`config.mk`:
```
export PLATFORM = sky130hd
export DESIGN_NAME = qstore_seq
export DESIGN_NICKNAME = d
export VERILOG_FILES = /design/src/rtl/qs_pkg.sv /design/src/rtl/qs_ea_calc.sv /design/src/rtl/qs_beat_ctr.sv /design/src/rtl/qs_beat_mux.sv /design/src/rtl/qstore_seq.sv
export SDC_FILE = /design/constraint.sdc
export NUM_CORES = 1
export LEC_CHECK = 0
export BUFFER_PORTS_ARGS = -buffer_cell sky130_fd_sc_hd__buf_2
export CORE_MARGIN = 3
export CORE_UTILIZATION = 46
export CTS_CLUSTER_DIAMETER = 40
export CTS_CLUSTER_SIZE = 14
export DETAILED_ROUTE_END_ITERATION = 10
export PLACE_DENSITY_LB_ADDON = 0.08
export SYNTH_ARGS = -nofsm -noshare
export SYNTH_HDL_FRONTEND = slang
export SYNTH_SLANG_ARGS = --single-unit
```
`constraint.sdc`:
```
create_clock -name clk -period 2.2 [get_ports clk]
set_input_delay 0 -clock clk [delete_from_list [all_inputs] [get_ports clk]]
set_output_delay 0 -clock clk [all_outputs]
set_load 0.03 [all_outputs]
```
`src/rtl/qs_pkg.sv`:
```
package qs_pkg;
  typedef enum logic [0:0] {
    ST_FETCH_REQ = 1'b0,
    ST_WRITE     = 1'b1
  } qs_state_e;

  localparam logic [5:0] OPC_QSTORE = 6'h1F;
endpackage

```
`src/rtl/qs_ea_calc.sv`:
```
module qs_ea_calc #(
  parameter int ADDR_W  = 32,
  parameter int ALIGN_W = 4
) (
  input  logic [ADDR_W-1:0] base,
  input  logic [15:0]       imm,
  output logic [ADDR_W-1:0] ea,
  output logic              misaligned
);
  logic [ADDR_W-1:0] imm_sx;

  assign imm_sx     = {{(ADDR_W-16){imm[15]}}, imm};
  assign ea         = base + imm_sx;
  assign misaligned = |ea[ALIGN_W-1:0];
endmodule

```
`src/rtl/qs_beat_ctr.sv`:
```
module qs_beat_ctr #(
  parameter int BEATS = 4,
  localparam int BW   = $clog2(BEATS)
) (
  input  logic          clk,
  input  logic          rst_n,
  input  logic          clear,
  input  logic          advance,
  output logic [BW-1:0] beat,
  output logic          last
);
  always_ff @(posedge clk) begin
    if (!rst_n)       beat <= '0;
    else if (clear)   beat <= '0;
    else if (advance) beat <= (beat == BW'(BEATS-1)) ? '0 : beat + 1'b1;
  end

  assign last = (beat == BW'(BEATS-1));

  // the beat index moves only on a handshake or a new store
  assert_ctr_hold_R4: assert property (@(posedge clk) disable iff (!rst_n)
    (!clear && !advance) |=> $stable(beat));
  // a new store always begins at beat 0
  assert_ctr_clear_R9: assert property (@(posedge clk) disable iff (!rst_n)
    clear |=> (beat == '0));
endmodule

```
`src/rtl/qs_beat_mux.sv`:
```
module qs_beat_mux #(
  parameter int ADDR_W  = 32,
  parameter int DATA_W  = 32,
  parameter int BW      = 2,
  parameter int LANE_SH = 2
) (
  input  logic [ADDR_W-1:0] ea_q,
  input  logic [DATA_W-1:0] src_q,
  input  logic [BW-1:0]     beat,
  output logic [ADDR_W-1:0] addr,
  output logic [DATA_W-1:0] data
);
  assign addr = ea_q + (ADDR_W'(beat) << LANE_SH);
  assign data = (beat == '0) ? src_q : '0;
endmodule

```
`src/rtl/qstore_seq.sv`:
```
module qstore_seq
  import qs_pkg::*;
#(
  parameter int ADDR_W      = 32,
  parameter int DATA_W      = 32,
  parameter int BEATS       = 4,
  parameter bit STRICT_TRAP = 1'b0
) (
  input  logic              clk,
  input  logic              rst_n,
  input  logic              start,
  input  logic [31:0]       insn,
  input  logic [ADDR_W-1:0] base_val,
  input  logic [DATA_W-1:0] src_val,
  output logic              busy,
  output logic              wr_valid,
  input  logic              wr_ready,
  output logic [ADDR_W-1:0] wr_addr,
  output logic [DATA_W-1:0] wr_data,
  output logic              retire,
  output logic              addr_fault,
  output logic              hard_trap
);
  localparam int BW      = $clog2(BEATS);
  localparam int LANE_SH = $clog2(DATA_W/8);
  localparam int ALIGN_W = BW + LANE_SH;

  qs_state_e         state_q;
  logic [ADDR_W-1:0] ea_q, ea_w;
  logic [DATA_W-1:0] src_q;
  logic              misaligned_w, accept, hs, last;
  logic [BW-1:0]     beat;
  logic              retire_q, fault_q, trap_q;

  qs_ea_calc #(.ADDR_W(ADDR_W), .ALIGN_W(ALIGN_W)) u_ea (
    .base(base_val), .imm(insn[15:0]), .ea(ea_w), .misaligned(misaligned_w)
  );

  assign accept = (state_q == ST_FETCH_REQ) && start && (insn[31:26] == OPC_QSTORE);
  assign hs     = wr_valid && wr_ready;

  qs_beat_ctr #(.BEATS(BEATS)) u_ctr (
    .clk(clk), .rst_n(rst_n), .clear(accept), .advance(hs),
    .beat(beat), .last(last)
  );

  qs_beat_mux #(.ADDR_W(ADDR_W), .DATA_W(DATA_W), .BW(BW), .LANE_SH(LANE_SH)) u_mux (
    .ea_q(ea_q), .src_q(src_q), .beat(beat), .addr(wr_addr), .data(wr_data)
  );

  always_ff @(posedge clk) begin
    if (!rst_n) begin
      state_q  <= ST_FETCH_REQ;
      ea_q     <= '0;
      src_q    <= '0;
      retire_q <= 1'b0;
      fault_q  <= 1'b0;
      trap_q   <= 1'b0;
    end else begin
      retire_q <= 1'b0;
      fault_q  <= 1'b0;
      trap_q   <= 1'b0;
      case (state_q)
        ST_FETCH_REQ: begin
          if (accept) begin
            if (misaligned_w) begin
              if (STRICT_TRAP) trap_q  <= 1'b1;
              else             fault_q <= 1'b1;
            end else begin
              state_q <= ST_WRITE;
              ea_q    <= ea_w;
              src_q   <= src_val;
            end
          end
        end
        ST_WRITE: begin
          if (hs && last) begin
            state_q  <= ST_FETCH_REQ;
            retire_q <= 1'b1;
          end
        end
        default: state_q <= ST_FETCH_REQ;
      endcase
    end
  end

  assign busy       = (state_q == ST_WRITE);
  assign wr_valid   = (state_q == ST_WRITE);
  assign retire     = retire_q;
  assign addr_fault = fault_q;
  assign hard_trap  = trap_q;

  // a stalled beat holds address and data
  assert_stall_hold_R6: assert property (@(posedge clk) disable iff (!rst_n)
    (wr_valid && !wr_ready) |=> (wr_valid && $stable(wr_addr) && $stable(wr_data)));
  // retire is a single-cycle pulse following a handshake
  assert_retire_pulse_R7: assert property (@(posedge clk) disable iff (!rst_n)
    retire |=> !retire);
  assert_retire_after_hs_R7: assert property (@(posedge clk) disable iff (!rst_n)
    retire |-> ($past(wr_valid && wr_ready) && !wr_valid));
  // a fault outcome never coincides with a beat
  assert_no_beat_on_fault_R3: assert property (@(posedge clk) disable iff (!rst_n)
    (addr_fault || hard_trap) |-> !wr_valid);
  // only one fault kind exists per build
  assert_one_fault_kind_R10: assert property (@(posedge clk) disable iff (!rst_n)
    !(addr_fault && hard_trap));
  // beats past the first carry zero
  assert_upper_zero_R5: assert property (@(posedge clk) disable iff (!rst_n)
    (wr_valid && beat != '0) |-> (wr_data == '0));
  // every beat address is word aligned
  assert_word_aligned_R4: assert property (@(posedge clk) disable iff (!rst_n)
    wr_valid |-> (wr_addr[LANE_SH-1:0] == '0));
endmodule

```
# [Word-level counts from Yosys, hierarchy flattened]
# Index checks and enable logic that the tools add are counted.
[op_classes] mux=8 eq_ne=2 shifts=0 order_cmp=0 bitwise_logic=4 add_sub_neg=3 n_div=0 reduce_logical=10 n_mul=0
[op_table] cell="32-bit adder" n=1
[op_table] cell="32-bit by 4-bit adder with 32-bit output" n=1
[op_table] cell="32-bit 2-to-1 mux" n=1
[op_table] cell="6-bit by 5-bit == test with 1-bit output (second input constant)" n=1
[op_table] cell="1-bit 2-to-1 mux" n=5
[op_table] cell="1-bit logical AND" n=4
[op_table] cell="1-bit inverter" n=4
[op_table] cell="4-bit OR reduction" n=1
[op_table] cell="3-bit AND reduction" n=1
[op_table] cell="3-bit OR reduction" n=1
[op_table] cell="2-bit by 1-bit adder with 2-bit output (second input constant)" n=1
[op_table] cell="2-bit == test (second input constant)" n=1
[op_table] cell="2-bit zero test" n=1
[op_table] cell="2-bit 2-to-1 mux" n=1
[op_table] cell="1-bit case mux with 2 select lines" n=1
[op_table] cell="2-bit AND reduction" n=1
[op_table] cell="2-bit OR reduction" n=1
[totals] in_bits=100 n_memories=0 out_inout_bits=69 wordCells=33 ramBits=0 ff_bits=69 rom_bits=0 latch_bits=0

# [Longest topological paths before layout]
[depth] word_depth=5 mapped_depth=11 depth_no_buf=10

# [Modules after synthesis]
# A second synthesis with hierarchy kept.
[hier_totals] cells_unflattened=661 hier_area_um2=5429.0
[by_module_without_submodules] mod="qstore_seq" area_per_inst_um2=2757.6 seq_area_each_um2=1341.3 cells_per_inst=293 n_inst=1
[by_module_without_submodules] mod="qs_ea_calc" area_per_inst_um2=1751.7 seq_area_each_um2=0.0 cells_per_inst=241 n_inst=1
[by_module_without_submodules] mod="qs_beat_mux" area_per_inst_um2=823.3 seq_area_each_um2=0.0 cells_per_inst=118 n_inst=1
[by_module_without_submodules] mod="qs_beat_ctr" area_per_inst_um2=96.3 seq_area_each_um2=40.0 cells_per_inst=9 n_inst=1

# [Least setup slack after synthesis]
# No wires, ideal clock.
[synth_timing] kind="flip-flop to output port" startpoint="register u_ctr.beat[1]" endpoint="output port wr_addr[31]" path_buffers=0 path_slack_ps=-197 path_stages_with_launch=9 arrival_time_ps=2397 t_required_ps=2200 cell_sequence="dfxtp_1 -> ha_1 -> a21oi_1 -> nor3b_1 -> nor2b_1 -> nand4_1 -> nor3_1 -> nand3_1 -> xnor2_1"
[synth_via] elab_chain_cells=1
[synth_rtl] element="start, declared" line="qs_beat_ctr.sv:9" rtl="output logic [BW-1:0] beat,"
[synth_rtl] element="start signal, assigned" line="qs_beat_ctr.sv:15" rtl="else if (advance) beat <= (beat == BW'(BEATS-1)) ? '0 : beat + 1'b1;"
[synth_rtl] element="32-bit by 4-bit adder with 32-bit output" line="qs_beat_mux.sv:13" rtl="assign addr = ea_q + (ADDR_W'(beat) << LANE_SH);"
[synth_rtl] element="end, declared" line="qstore_seq.sv:18" rtl="output logic [ADDR_W-1:0] wr_addr,"
# Every way passes these cells.

# [Final worst setup path]
[layout_timing] startpoint="register u_ctr.beat[1]" endpoint="output port wr_addr[23]"
# The elaborated chain is that of the path after synthesis.

==> results.yml <==
run_status:
  outcome: "finished, violations left"
  violations: "setup timing"
die:
  num_rows: 36
  pin_count: 169
  die_y_um: 108
  die_w_um: 108
  start_util_pct: 48.4
  dieArea_um2: 11700
  coreArea_um2: 9950
logic_synthesis:
  netlist_area_um2: 4820
  synth-edff-count: 0
  ys.flop_type: "dfxtp_1"
  yosysSeqAreaShare_pct: 28.7
  synth_common_cells: "nand2_1, a21oi_1, dfxtp_1, ha_1"
  synthDistinctLibCells: 63
  syn-num-nets: 757
  synth-seq-cells: 69
  synth_top_area_cell: "dfxtp_1"
  synthTopCellsByArea: "dfxtp_1, nand2_1, ha_1"
  synthCells: 620
  synthArstFlopShare_pct: 0
  syn_area_per_cell_um2: 7.77
  yosys_warnings: 0
  yosysTopAreaCellShare_pct: 28.7
  synthMostInstantiatedCell: "nand2_1"
global_route:
  grt_pass1_wl_um: 23300
  grt_pass1_vias: 5145
  gr-usage-all-layers_pct: 24.7
  antenna_found_initial: 0
  grt_max_degree: 49
  grt_overflow_total: 0
timing:
  maxSlewViolCount: 0
  min_period_ns: 2.40
  fin_setup_tns_ns: -1.69
  setup_violations: 12
  finClkSkew_ns: 0.00797
  min_period_over_period_pct: 109
  worst_pin_slew_ns: 0.523
  timing.final.ws_setup_ns: -0.204
  rsz0062_at_grt: "true"
  hold_viol: 0
  maxSlewHeadroom_pct: 65.2
  fmaxAchievable_mhz: 416
  hold_slack_ns: 0.0653
drt:
  wl_met3_um: 839
  drt-initial-drc-count: 220
  wl_um: 14700
  met1_length_um: 6130
  routed.top_layer: "met4"
  dr.pass1.iters: 5
  via_per_inst: 5.28
  drc: 0
  via_count: 5298
  ant_nets: 0
  routed-wl-met2_um: 7300
  wl_per_cell_um: 14.6
place:
  dp.cells: 944
  dp_hpwl_um: 10700
  pre_cts_slack_ns: -0.366
  routabilityCongestion: 0.881
  io_buffers: 157
hold_path:
  min_path_type: "in2reg"
finish:
  final-instance-count-excl-fill: 1003
  syn_to_final_growth_pct: 49.3
  layout-drive-gt1-share_pct: 34.5
  diodes: 0
  fin_nets: 1002
power:
  swShare_pct: 28.6
  leakagePower_nw: 3.34
  p_int_mw: 2.25
  power_density_nw_per_um2: 439
  power_mw: 3.15
  p_sw_mw: 0.903
  vdd.ir_drop.worst_uv: 220
  clkPwrFrac_pct: 36.9
  pwr-share-comb_pct: 23.5
  sequentialPowerShare_pct: 39.6
flow_run:
  max_cap_violations: 0
cts:
  cts_made_buffers: 9
  clock_latency_ns: 0.36
  root_buffer: "clkbuf_8"
  cts_buffer_depth: 2
  clk_pin_slew_worst_paths_ns: 0.08
  cts_tree: "done"
  cts.sinks: 69
  htree_levels: 3
worst_setup_path:
  critPathMaxFanout: 4
  arrival_ns: 2.40
  start_kind: "flop"
  critical_path_class: "reg2out"
  required_ns: 2.20
  cp-end-kind: "primary output"
-- kinds of logic (layout without fill, tap and decap cells) --
family / after synthesis / in the layout / share of synthesized area [%]
AND/OR/NAND/NOR: 263 / 263 / 26.8
AO/OA/AOI/OAI: 156 / 156 / 20.4
flip-flops: 69 / 69 / 28.7
XOR/XNOR: 51 / 51 / 9.27
buffers and inverters: 39 / 289 / 4.10
adder cells (fa/ha/maj): 37 / 37 / 9.92
multiplexers: 4 / 4 / 0.831
other: 1 / 1 / 0.0778
-- metal layers --
layer,global-route usage (%),up-vias
met1,29.5,2424
li1,-,2672
met4,11.0,0
met5,0,-
met3,2.63,32
met2,44.4,170
-- state kept, by name, summed over array words and instances (netlist names) --
register,count
ea_q,32
src_q,32
u_ctr.beat,2
addr_fault,1
busy,1
retire,1
-- power groups by stage --
stage	registers, mW	clock network (mW)	logic, mW
after floorplan	1.28	0	0.443
final	1.25	1.16	0.742
after CTS	1.25	1.17	0.735
after global placement	1.28	0	0.668
after detailed placement	1.28	0	0.683
after global routing	1.25	1.22	0.822
-- through the flow --
stage | area, µm² | util, %
after floorplan | 4910 | -
after global placement | 6250 | 62.8
after detailed placement | 6250 | 62.8
after CTS | 7090 | 71.2
after global routing | 7190 | 72.3
final | 7190 | 72.3
-- critical path, stage by stage, from the launching register on --
cell and delay [ns]:
dfxtp_4 0.37, ha_4 0.26, a21oi_2 0.06, nor3b_2 0.21, nor2b_4 0.17, nand4_1 0.21
buf_6 0.22, nor2_4 0.12, buf_6 0.12, xor2_2 0.17, buf_6 0.16
-- area by class of cell --
cell class	instances	area (µm²)
fillers	813	2760
multi-input cells	512	3540
clock inverters	7	98.8
clock buffers	9	124
well taps	133	166
inverters	8	30.0
repair buffers	265	1840
flip-flops and latches	69	1390
-- layout by cell type, fill, tap and decap left out, drive strengths merged, types with 18 or more instances in the layout --
cell type / count
and2: 35
dlygate4sd3: 36
dfxtp: 69
nand2: 124
nand3: 25
xor2: 18
xnor2: 33
nor2: 23
a21oi: 73
buf: 229
o21ai: 27
ha: 35
-- repair_timing --
item | CTS | global route
hold endpoints to repair | 36 | 0
buffers inserted | 5 | 4
endpoints found under the setup margin | 16 | 21
hold buffers | 36 | 0
gates resized for setup | 57 | 20
pin swaps | 12 | 12
-- worst paths after layout --
| check | from | to | slack [ns] | depth (start not counted) |
|---|---|---|---|---|
| min | rst_n | retire$_SDFF_PN0_ | 0.07 | 3 |
| max reg2reg | busy$_SDFF_PN0_ | ea_q[20]$_SDFFE_PN0P_ | 0.32 | 7 |
| min reg2reg | src_q[21]$_SDFFE_PN0P_ | src_q[21]$_SDFFE_PN0P_ | 0.45 | 2 |
| max | u_ctr.beat[1]$_SDFFE_PP0P_ | wr_addr[23] | -0.20 | 10 |
No activity file was read; power rests on OpenSTA's default activity.
